`src/rtl/rtc_evt_pkg.sv`:
```
package rtc_evt_pkg;
  localparam int NUM_CH  = 3;
  localparam int CAP_CH  = 1;
  localparam int CONT_CH = 2;

  typedef struct packed {
    logic [NUM_CH-1:0] cmpLoad;
    logic              cmpAdvance;
    logic              capLoad;
  } evtStrobes_t;
endpackage

```
`src/rtl/rtc_evt_datapath.sv`:
```
module rtc_evt_datapath
  import rtc_evt_pkg::*;
#(
  parameter int                TIME_W = 32,
  parameter logic [TIME_W-1:0] WINDOW = 32'h0001_0000
) (
  input  logic                  clk,
  input  logic                  rstN,
  input  logic [TIME_W-1:0]     timeNow,
  input  logic [TIME_W-1:0]     cmpWrData,
  input  logic [TIME_W-1:0]     incValue,
  input  evtStrobes_t           strobes,
  output logic [NUM_CH-1:0]     inWindow,
  output logic [TIME_W-1:0]     capValue,
  output logic [TIME_W-1:0]     cmp2Value
);
  logic [TIME_W-1:0] cmpReg [NUM_CH];

  for (genvar i = 0; i < NUM_CH; i++) begin : g_ch
    logic [TIME_W-1:0] lag;
    assign lag         = timeNow - cmpReg[i];
    assign inWindow[i] = (lag < WINDOW);

    if (i == CONT_CH) begin : g_cont
      always_ff @(posedge clk) begin
        if (!rstN)                  cmpReg[i] <= '0;
        else if (strobes.cmpLoad[i]) cmpReg[i] <= cmpWrData;
        else if (strobes.cmpAdvance) cmpReg[i] <= cmpReg[i] + incValue;
      end
    end else begin : g_plain
      always_ff @(posedge clk) begin
        if (!rstN)                  cmpReg[i] <= '0;
        else if (strobes.cmpLoad[i]) cmpReg[i] <= cmpWrData;
      end
    end
  end

  always_ff @(posedge clk) begin
    if (!rstN)               capValue <= '0;
    else if (strobes.capLoad) capValue <= timeNow;
  end

  assign cmp2Value = cmpReg[CONT_CH];
endmodule

```
`src/rtl/rtc_evt_control.sv`:
```
module rtc_evt_control
  import rtc_evt_pkg::*;
(
  input  logic              clk,
  input  logic              rstN,
  input  logic              timeTick,
  input  logic [NUM_CH-1:0] cmpWrEn,
  input  logic [NUM_CH-1:0] chEnable,
  input  logic              capMode,
  input  logic              contMode,
  input  logic              capTrig,
  input  logic [NUM_CH-1:0] flagClr,
  input  logic [NUM_CH-1:0] inWindow,
  output evtStrobes_t       strobes,
  output logic [NUM_CH-1:0] flags,
  output logic [NUM_CH-1:0] evtPulse
);
  logic [NUM_CH-1:0] armed;
  logic [NUM_CH-1:0] wrPend;
  logic [NUM_CH-1:0] cmpHit;
  logic [NUM_CH-1:0] evt;
  logic              trigPrev;
  logic              capHit;

  assign capHit = chEnable[CAP_CH] & capMode & capTrig & ~trigPrev;

  for (genvar i = 0; i < NUM_CH; i++) begin : g_ch
    logic cmpModeOn;
    logic keepArmed;

    if (i == CAP_CH) begin : g_cap
      assign cmpModeOn = ~capMode;
      assign evt[i]    = cmpHit[i] | capHit;
    end else begin : g_nocap
      assign cmpModeOn = 1'b1;
      assign evt[i]    = cmpHit[i];
    end

    if (i == CONT_CH) begin : g_cont
      assign keepArmed = contMode;
    end else begin : g_once
      assign keepArmed = 1'b0;
    end

    assign cmpHit[i] = chEnable[i] & cmpModeOn & armed[i]
                     & (timeTick | wrPend[i]) & inWindow[i];

    always_ff @(posedge clk) begin
      if (!rstN)                       armed[i] <= 1'b0;
      else if (cmpWrEn[i])             armed[i] <= 1'b1;
      else if (cmpHit[i] && !keepArmed) armed[i] <= 1'b0;
    end
  end

  always_ff @(posedge clk) begin
    if (!rstN) begin
      flags    <= '0;
      evtPulse <= '0;
      wrPend   <= '0;
      trigPrev <= 1'b0;
    end else begin
      flags    <= (flags & ~flagClr) | evt;
      evtPulse <= evt;
      wrPend   <= cmpWrEn;
      trigPrev <= capTrig;
    end
  end

  always_comb begin
    strobes            = '0;
    strobes.cmpLoad    = cmpWrEn;
    strobes.cmpAdvance = cmpHit[CONT_CH] & contMode & ~cmpWrEn[CONT_CH];
    strobes.capLoad    = capHit;
  end
endmodule

```
`src/rtl/rtc_evt_channels.sv`:
```
module rtc_evt_channels
  import rtc_evt_pkg::*;
#(
  parameter int                TIME_W = 32,
  parameter logic [TIME_W-1:0] WINDOW = 32'h0001_0000
) (
  input  logic              clk,
  input  logic              rstN,
  input  logic [TIME_W-1:0] timeNow,
  input  logic              timeTick,
  input  logic [NUM_CH-1:0] cmpWrEn,
  input  logic [TIME_W-1:0] cmpWrData,
  input  logic [NUM_CH-1:0] chEnable,
  input  logic              capMode,
  input  logic              contMode,
  input  logic [TIME_W-1:0] incValue,
  input  logic              capTrig,
  input  logic [NUM_CH-1:0] flagClr,
  output logic [NUM_CH-1:0] flags,
  output logic [NUM_CH-1:0] evtPulse,
  output logic [TIME_W-1:0] capValue,
  output logic [TIME_W-1:0] cmp2Value
);
  evtStrobes_t       strobes;
  logic [NUM_CH-1:0] inWindow;

  rtc_evt_control u_ctrl (
    .clk      (clk),
    .rstN     (rstN),
    .timeTick (timeTick),
    .cmpWrEn  (cmpWrEn),
    .chEnable (chEnable),
    .capMode  (capMode),
    .contMode (contMode),
    .capTrig  (capTrig),
    .flagClr  (flagClr),
    .inWindow (inWindow),
    .strobes  (strobes),
    .flags    (flags),
    .evtPulse (evtPulse)
  );

  rtc_evt_datapath #(.TIME_W(TIME_W), .WINDOW(WINDOW)) u_dp (
    .clk       (clk),
    .rstN      (rstN),
    .timeNow   (timeNow),
    .cmpWrData (cmpWrData),
    .incValue  (incValue),
    .strobes   (strobes),
    .inWindow  (inWindow),
    .capValue  (capValue),
    .cmp2Value (cmp2Value)
  );
endmodule

```
`config.mk`:
```
export PLATFORM = sky130hd
export DESIGN_NAME = rtc_evt_channels
export DESIGN_NICKNAME = d
export VERILOG_FILES = /design/src/rtl/rtc_evt_pkg.sv /design/src/rtl/rtc_evt_datapath.sv /design/src/rtl/rtc_evt_control.sv /design/src/rtl/rtc_evt_channels.sv
export SDC_FILE = /design/constraint.sdc
export NUM_CORES = 1
export LEC_CHECK = 0
export ABC_CLOCK_PERIOD_IN_PS = 10800
export BUFFER_PORTS_ARGS = -buffer_cell sky130_fd_sc_hd__buf_2
export CORE_MARGIN = 3
export CORE_UTILIZATION = 40
export DETAILED_ROUTE_END_ITERATION = 7
export MAX_ROUTING_LAYER = met4
export SKIP_LAST_GASP = 1
export SLEW_MARGIN = 25
export SYNTH_ARGS = -nofsm -noshare
export SYNTH_HDL_FRONTEND = slang
export SYNTH_SLANG_ARGS = --single-unit
```
`constraint.sdc`:
```
create_clock -name clk -period 10.8 [get_ports clk]
set_clock_uncertainty 0.05 [all_clocks]
set_input_delay 2.16 -clock clk [delete_from_list [all_inputs] [get_ports clk]]
set_output_delay 2.16 -clock clk [all_outputs]
set_load 0.05 [all_outputs]
```
==> results of run 1 <==
==> worst max-delay path: stages <==
cell	delay [ns]
buf_2	0.13
ha_1	0.35
a21o_1	0.21
a2111o_1	0.41
a211o_1	0.34
nand4_1	0.13
a21oi_1	0.09
a211oi_2	0.26
nand4b_1	0.14
o211a_1	0.22
nor4_1	0.62
a211o_1	0.22
buf_4	0.36
==> per-layer routing <==
layer  track usage, %  vias to the layer above  part of all wire, %
li1                 -                     5156                    -
met1             34.8                     4883                   50
met2             35.4                      351                   44
met3             2.76                       25                  5.8
met4             5.32                        0                  1.1
met5                -                        -                    0
==> registers in the layout (all words and copies together), names as in the netlist <==
name             cells
u_dp.cmpReg         96
u_ctrl.trigPrev      1
u_ctrl.flags         3
u_ctrl.evtPulse      3
u_ctrl.wrPend        3
u_dp.capValue       32
u_ctrl.armed         3
==> final cells by class <==
class,count,area [um2],share of cell area (%)
Sequential cell,141,3780,28.6
Clock inverter,13,166,1.26
Tap cell,378,473,3.58
Inverter,119,447,3.38
Clock buffer,18,429,3.24
Timing Repair Buffer,188,968,7.32
Multi-Input combinational cell,1007,6960,52.6
==> worst paths after layout <==
| kind | startpoint | to | slack, ns | cells past startpoint |
|---|---|---|---|---|
| worst min register to register | u_dp.capValue[12] | u_dp.capValue[12] | 0.40 | 2 |
| worst max-delay path | timeNow[9] | u_dp.cmpReg[2][12] | 5.17 | 13 |
| worst min-delay path | u_dp.capValue[12] | u_dp.capValue[12] | 0.40 | 2 |
| worst max register to register | u_dp.cmpReg[2][9] | u_dp.cmpReg[2][12] | 6.56 | 13 |
==> layout by cell type, fill, tap and decap left out, drive strengths merged, types with 4 or more instances in the layout <==
cell type	count
a2111oi	6
a211o	4
a211oi	11
a21o	37
a21oi	143
a22o	30
a31o	4
a31oi	12
and2	9
and3	75
buf	188
clkbuf	18
clkinv	4
dfxtp	45
edfxtp	96
ha	121
inv	122
mux2i	13
nand2	148
nand2b	18
nand3	24
nand4	14
nand4b	6
nor2	61
nor2b	11
nor3	24
nor4	8
nor4b	5
o2111ai	4
o211a	4
o211ai	13
o21a	22
o21ai	52
o21bai	10
o311ai	5
o31a	4
o31ai	7
or3	6
xnor2	35
xor2	21
==> cells by family (layout without fill, tap and decap cells) <==
logic type | Yosys count | count (layout)
AND/OR/NAND/NOR | 422 | 422
adder cells (fa/ha/maj) | 122 | 122
flip-flops | 141 | 141
XOR/XNOR | 56 | 56
multiplexers | 13 | 13
AO/OA/AOI/OAI | 394 | 394
buffers and inverters | 166 | 338
==> stage by stage <==
step	total power [uW]	hold WS, ns	cell area (um2)	instances
2_1_floorplan	1080	0.390	11400	1314
4_1_cts	1880	0.402	13200	1864
5_1_grt	1970	0.419	13200	1864
6_report	1870	0.400	13200	1864
3_5_place_dp	1260	0.393	12600	1833
3_3_place_gp	1250	0.388	12600	1832
==> where the power goes <==
part	switching (uW)	internal (uW)
Clock	251	364
Sequential	23.8	615
Combinational	386	228
Total	661	1210
==> impl_summary.md, run 1 <==
Setup path
The largest fanout of any net on the critical path is 32. The worst setup path is captured at a flip-flop. The category of the worst setup path launch point is a primary input.

The type of the worst setup path is primary input to flip-flop. The worst endpoint required time is between 10 and 15 ns. The data arrival at the endpoint of the critical path is between 5 and 6 ns.

CTS
For this design, the CTS-stage hold fixing added 0 buffers. The post-CTS setup-driven buffer insertion count is 0. Counting the buffers created by CTS gives 17.

The clock latency at the later pin of the worst-skew pair is 0.43 ns. Clock tree synthesis found a total of roughly 140 sinks. Clock-pin slew was measured on the worst setup and hold paths at 0.06 ns.

Post-CTS repair changed the size of 0 cells. The buffer cell driving the clock tree root is clkbuf_16. The clock tree from TritonCTS is yes. The worst-case clock buffer depth is 2.

The level count of the clock H-tree is 4.

Timing
Setup repair after global routing left no endpoint under its margin. Derived from the worst setup path, the maximum achievable clock frequency is 0.178 GHz. The max-slew violation total from the final report is 0. The actual transition at the worst max-transition pin is around 0.95 ns. The clock period could shrink to 5.63 ns. In the final timing run, aggregate negative setup slack is 0 ns. The worst setup slack after layout is a little over 5 ns. The headroom to the max-slew limit is ~37%. The final critical path takes up 52.1% of the cycle.

Setup violations remaining at the end of the flow were counted as 0. The final-report hold violation count is 0.

Final layout
The net total in the final layout is 1707. The share of layout cells above drive strength 1 is 16.5%. The area growth from synthesis to layout is 16.1%. Counting the fill cells in the layout gives about 2800. The post-route core utilization is 47.3%. 0 antenna diodes ended up in the layout.

Synthesis
Synthesis handed over a netlist of about 1300 instances. In the post-synthesis netlist, the cell with the most instances is nand2_1. Of the post-synthesis cell area, the dominant cell type holds approximately 25%.

Yosys attributes the largest share of cell area to edfxtp_1 25%, ha_1 13%, dfxtp_1 7.9%. The main combinational cell family by area after synthesis is compound AO/OA/AOI/OAI gates. Summing the areas of all and, or, nand and nor instances in the mapped netlist gives 19.0% of the synthesized area. The mapped netlist covers between 10000 and 15000 um2. Of the post-synthesis cell area, the part taken by muxes is 1.14%. The count of cell types in the netlist is slightly above 80. The compound-cell area share of the yosys netlist is between 20% and 30%.

The number of synthesized register bits is 141. Averaged over all synthesized cells, the footprint is 8.67 um2. The top cell type by total area after synthesis is edfxtp_1. The synthesized netlist devotes between 10% and 20% of its cell area to adder and majority cells. The dominant register cell in the synthesized netlist is edfxtp_1. By count the netlist is led by 148 x nand2_1, 143 x a21oi_1, 121 x ha_1.

In this run, synthesis inferred between 90 and 100 flip-flops with an integrated enable. After synthesis, the share of flip-flops with an asynchronous set or reset is 0%. The count of synthesis-stage warnings from yosys is 0. The synthesized netlist net count is 1547. The part of the Yosys area used for sequential elements is between 30% and 40%. The synthesized-area fraction occupied by xor and xnor cells is between 4 and 5%.

Run
The tool flagged a number of max-cap violations equal to 0.

Min path
In this run the worst hold path is classified as flip-flop to flip-flop.

Status
The run finished with clean final reports.

Pwr
The leakage power figure is ~0.0060 uW. The power per cell area is approximately 140 nW/um2. IR analysis of the VDD net gives a maximum drop of between 100 and 150 uV.

Placed design
OpenSTA, run right after detailed placement, puts the worst setup slack at around 4.7 ns. During placement, the flow inserted port buffers numbering 180. The HPWL after detailed placement is about 29000 um. The last weighted congestion value of the routability-driven placer is about 0.93.

Die
The initial utilization of the core area, before any placement, comes to between 40 and 50%. The floorplan step defined a die boundary enclosing roughly 30000 um2. The chip width is 175 um. The floorplan core area is approximately 28000 um2. The floorplan step set the die height to ~170 um. The floorplan has between 60 and 70 rows. For this design the top-level I/O count stands at approximately 180.

Route
The average vias per placed instance is 5.59. For this block, the routed nets add up to around 36000 um of wire. The count of unresolved DRC violations after routing is 0.

The number of optimization iterations in the first detailed-route pass is 5. The count of nets left with antenna violations once routing finished came out at 0. The post-detailed-route wirelength per cell is between 15 and 20 um. Across all layers, the routed design uses between 10000 and 15000 vias.

In this run, the number of DRC markers left after iteration 0 of detailed routing was 763.

Global route
The via count of the first global-routing pass is between 9000 and 10000. Global routing finished with a remaining overflow of 0. The maximum number of pins on one net before global-route repair is 78. The first-pass GRT wire length is between 50000 and 60000 um. The initial antenna violation count is 0. The aggregate global-route resource usage is between 20% and 30%.
(Power assumes the default switching activity.)
==> run 2: changes to the inputs <==
--- a/config.mk
+++ b/config.mk
@@ -5,7 +5,8 @@
 export SDC_FILE = /design/constraint.sdc
 export NUM_CORES = 1
 export LEC_CHECK = 0
-export ABC_CLOCK_PERIOD_IN_PS = 10800
+export ABC_AREA = 1
+export ABC_CLOCK_PERIOD_IN_PS = 5000
 export BUFFER_PORTS_ARGS = -buffer_cell sky130_fd_sc_hd__buf_2
 export CORE_MARGIN = 3
 export CORE_UTILIZATION = 40
==> constraint.sdc (replaced) <==
create_clock -name clk -period 5 [get_ports clk]
set_clock_uncertainty 0.05 [all_clocks]
set_input_delay 1 -clock clk [delete_from_list [all_inputs] [get_ports clk]]
set_output_delay 1 -clock clk [all_outputs]
set_load 0.05 [all_outputs]
==> run 2 against run 1 <==
Effect of this change: die area grew 25%; global-route usage grew 6.3 points; synthesized cell count is 82% higher; critical path depth up 4; via count rose by 49%; worst setup slack worse by 4.0 ns; final cell count rose by 63%; routed wire length rose by 58%.
==> impl_summary.md, run 2 <==
Global route
The maximum number of pins on one net before global-route repair was 42 (-46%). The first-pass GRT wire length was 85400 um (+55%). The via count of the first global-routing pass is 15300 (+55%).

The total congestion overflow is 0 (unchanged). The aggregate global-route resource usage is 30.1% (+6.3 points). The initial antenna violation count was 2 (+2).

CTS
The register clock-pin slew on the reported worst setup and hold paths is 0.07 ns (about the same). The count of hold-fix buffers inserted at cts is 0 (unchanged). The worst-case clock buffer depth is 2 (unchanged).

The post-cts gate resize count is 0 (unchanged). The level count of the clock H-tree is 4 (unchanged). The number of sinks handled by clock tree synthesis is 141 (unchanged). The number of buffers created by CTS came to 17 (unchanged). The clock tree from TritonCTS is yes. The post-CTS setup-driven buffer insertion count is 0 (unchanged). The clock latency at the later pin of the worst-skew pair came to 0.44 ns (about the same). The tree is rooted in a clkbuf_16.

Final layout
The net total in the final layout was 2808 (+64%). Ranked by flip-flop count, first place goes to u_dp.cmpReg. The layout filler cell count is 3874 (+40%). The share of layout cells above drive strength 1 is 9.35% (-7.1 points). The number of flip-flops in the largest register is 96 (unchanged). In the layout the commonest cells are 745 x nand2_1, 476 x inv_1, 338 x nor2_1. The area occupied by multi-input gates is 8650 um2 (+24%).

The largest registers in the layout are u_dp.cmpReg: 96 flops, u_dp.capValue: 32 flops. The register area was 3780 um2 (unchanged). The post-layout instance count excluding filler cells is 3045 (+63%). The leading cell type in the layout, fill and taps excluded is nand2_1.

The area added between synthesis and finish is 14.2%. The post-route core utilization was 46.9% (-0.46 points).

Timing
The worst hold slack is 0.425 ns (+0.0250 ns). Of the available clock period, the critical path in the final layout requires approximately three quarters. The maximum clock rate is between 0.2 and 0.3 GHz. The total negative slack for setup checks was 0 ns (unchanged).

The actual transition at the worst max-transition pin is 0.918 ns (-0.0296 ns). The worst setup slack after layout was 1.17 ns (-4.00 ns). The headroom to the max-slew limit is 38.3% (+1.7 points). The max-slew violation total from the final report is 0 (unchanged).

Setup repair after global routing left no endpoint under its margin. The final-report hold violation count is 0 (unchanged). The worst path in the final design needs a cycle of about 3.8 ns, including I/O delays and setup.

The count of final setup violators is 0 (unchanged).

Setup path
The largest fanout of any net on the critical path is 32 (unchanged). In this run the critical register-to-register path is launched from u_dp.cmpReg[2][16]. The category of the worst setup path capture point is a flip-flop. The worst endpoint required time came to 5.04 ns (-5.79 ns).

The critical path is of the primary input to flip-flop type. The endpoint identified for the worst register-to-register timing path is u_dp.cmpReg[2][9]. The worst reg-to-reg path cell count is 17 (+4). STA classifies the critical path startpoint as a primary input.

The setup slack of the worst register-to-register path came to 1.40 ns (-5.16 ns). The most critical setup path has its endpoint at u_dp.cmpReg[2][9]. The data arrival at the endpoint of the critical path is 3.87 ns (-1.79 ns). The critical path starts at timeNow[16].

Pwr
The net switching power is 1940 uW (+190%). The leakage power figure was 0.00927 uW (+54%). The share of power burned in combinational logic is 40.8% (+7.9 points). The worst vdd rail ir drop is 201 uV (+99%). The power per cell area is 277 nW/um2 (+96%). The proportion of power drawn by flip-flops and latches is 30.6% (-3.6 points). The switching share of power is 42.6% (+7.2 points).

The total internal power came to 2610 uW (+120%). The relative contribution of the clock network to total power is 28.6% (-4.3 points).

Synthesis
The top cell type by total area after synthesis is edfxtp_1. In the post-synthesis netlist, the biggest area contributors are edfxtp_1 20%, nand2_1 19%, inv_1 12%. The count of synthesis-stage warnings from yosys is 0 (unchanged). The number of flops mapped to enable cells by yosys is 96 (unchanged).

The proportion of register bits with asynchronous set or reset after synthesis is 0% (unchanged). The number of instances in the synthesized netlist is 2390 (+82%). The netlist area before placement is 14400 um2 (+26%). After synthesis, the most frequently instantiated cells are 745 x nand2_1, 476 x inv_1, 338 x nor2_1. The count of cell types in the netlist is 40 (-52%). The portion of synthesized cell area occupied by the leading cell type is 20.1% (-5.2 points). The mean cell area of the mapped netlist is 6.01 um2 (-31%). The most frequent cell after synthesis is nand2_1. The dominant register cell in the synthesized netlist is edfxtp_1. The part of the Yosys area used for sequential elements came to 26.4% (-6.9 points). The synthesized netlist net count is 2623 (+70%). The number of synthesized register bits is 141 (unchanged).

Route
The remaining antenna violation count was 0 (unchanged). The total length of routed wires is 56900 um (+58%). The post-detailed-route wirelength per cell is 18.7 um (-3.2%).

The first-iteration detailed-routing DRC count came to 1069 (+40%). The average vias per placed instance is 5.10 (-8.8%). The via count of the routed design is 15500 (+49%). The number of optimization iterations in the first detailed-route pass is 8 (+3).

The count of unresolved DRC violations after routing is 0 (unchanged).

Placed design
The last weighted congestion value of the routability-driven placer is 0.936 (+0.18%). The count of buffers inserted at the top-level ports is 180 (unchanged). The placement-stage worst setup slack is 0.758 ns (-3.95 ns). The cell count after placement is 3011 (+64%).

The HPWL after detailed placement came to 48600 um (+69%).

Run
The max-capacitance violation count is 0 (unchanged).

Die
The die height came to 195 um (+12%). The chip width is 195 um (+12%). The floorplan core area is 35000 um2 (+25%). The number of core rows is 68 (+11%). The initial core utilization is 41.0% (+0.27 points).

The full die area is 38200 um2 (+25%). The number of top-level pins came to 181 (unchanged).

Status
The flow ran to the end, and the final reports show no timing, DRC or antenna violations.

Min path
In this run the worst hold path is classified as flip-flop to flip-flop.
[run 2: changes by cell type after synthesis, sizes merged, moves of 16 or more]
| cell | change |
|---|---|
| nand2 | +599 |
| inv | +360 |
| nor2 | +281 |
| nand3 | +101 |
| and3 | -74 |
| o21ai | +54 |
| nand4 | +39 |
| a22o | -30 |
| a21o | -26 |
| a21oi | -18 |
| nand2b | -17 |
| o21a | -16 |
| xnor2 | -16 |
[run 2: worst min path at each step]
stage / startpoint / to / slack, ns / depth (start not counted)
final: u_ctrl.flags[1] / u_ctrl.flags[1] / 0.43 / 2
after global routing: u_ctrl.flags[2] / u_ctrl.flags[2] / 0.45 / 2
after CTS: u_ctrl.flags[2] / u_ctrl.flags[2] / 0.43 / 2
after detailed placement: u_ctrl.flags[1] / u_ctrl.flags[1] / 0.42 / 2
after global placement: u_ctrl.flags[2] / u_ctrl.flags[2] / 0.40 / 2
after floorplan: u_ctrl.armed[2] / u_ctrl.armed[2] / 0.39 / 2
[run 2: critical path, cell delays in order]
cell and delay, ns:
buf_2 0.16, ha_1 0.39, nand2_1 0.12, nor2_1 0.29, nand2_1 0.22, nor2_1 0.13
nand2_1 0.12, nand4_1 0.17, nand2_1 0.07, inv_1 0.05, nand2_1 0.08, nor2_1 0.14
nand2_1 0.07, nor2_1 0.09, nand4_1 0.23, nand3_2 0.13, buf_4 0.38
[run 2: power groups by stage]
stage	registers, uW	logic [uW]	clock network (uW)
global placement	1420	1840	0
finish	1390	1850	1300
floorplan	1520	1160	0
CTS	1390	1850	1320
detailed placement	1420	1840	0
global route	1400	2070	1360
[run 2: logic make-up after synthesis]
logic type / Yosys count / share of synthesized area (%)
adder cells (fa/ha/maj): 122 / 10.7
AND/OR/NAND/NOR: 1319 / 37.5
XOR/XNOR: 33 / 2.01
buffers and inverters: 508 / 13.4
flip-flops: 141 / 26.4
AO/OA/AOI/OAI: 267 / 9.99
[run 2: metrics by stage]
step	total power, uW	instance area, um2
final	4540	16400
after global routing	4830	16400
after CTS	4560	16400
after detailed placement	3250	15800
after global placement	3250	15800
after floorplan	2670	14400
[run 2: cell type report]
type                       instances  share of cell area [%]
multi-input combinational       1741                    52.8
sequential                       141                    23.1
inverter                         479                    11.0
timing repair buffer             195                    6.18
tap                              455                    3.47
clock buffer                      17                    2.59
clock inverter                    15                   0.923
antenna                            2                  0.0305
[run 2: layer usage]
layer	track usage, %	vias up	routed length (um)
met5	-	-	0
met4	12.5	0	2570
met3	2.95	104	2890
met2	53.2	466	28400
met1	34.9	7058	23000
li1	-	7887	-
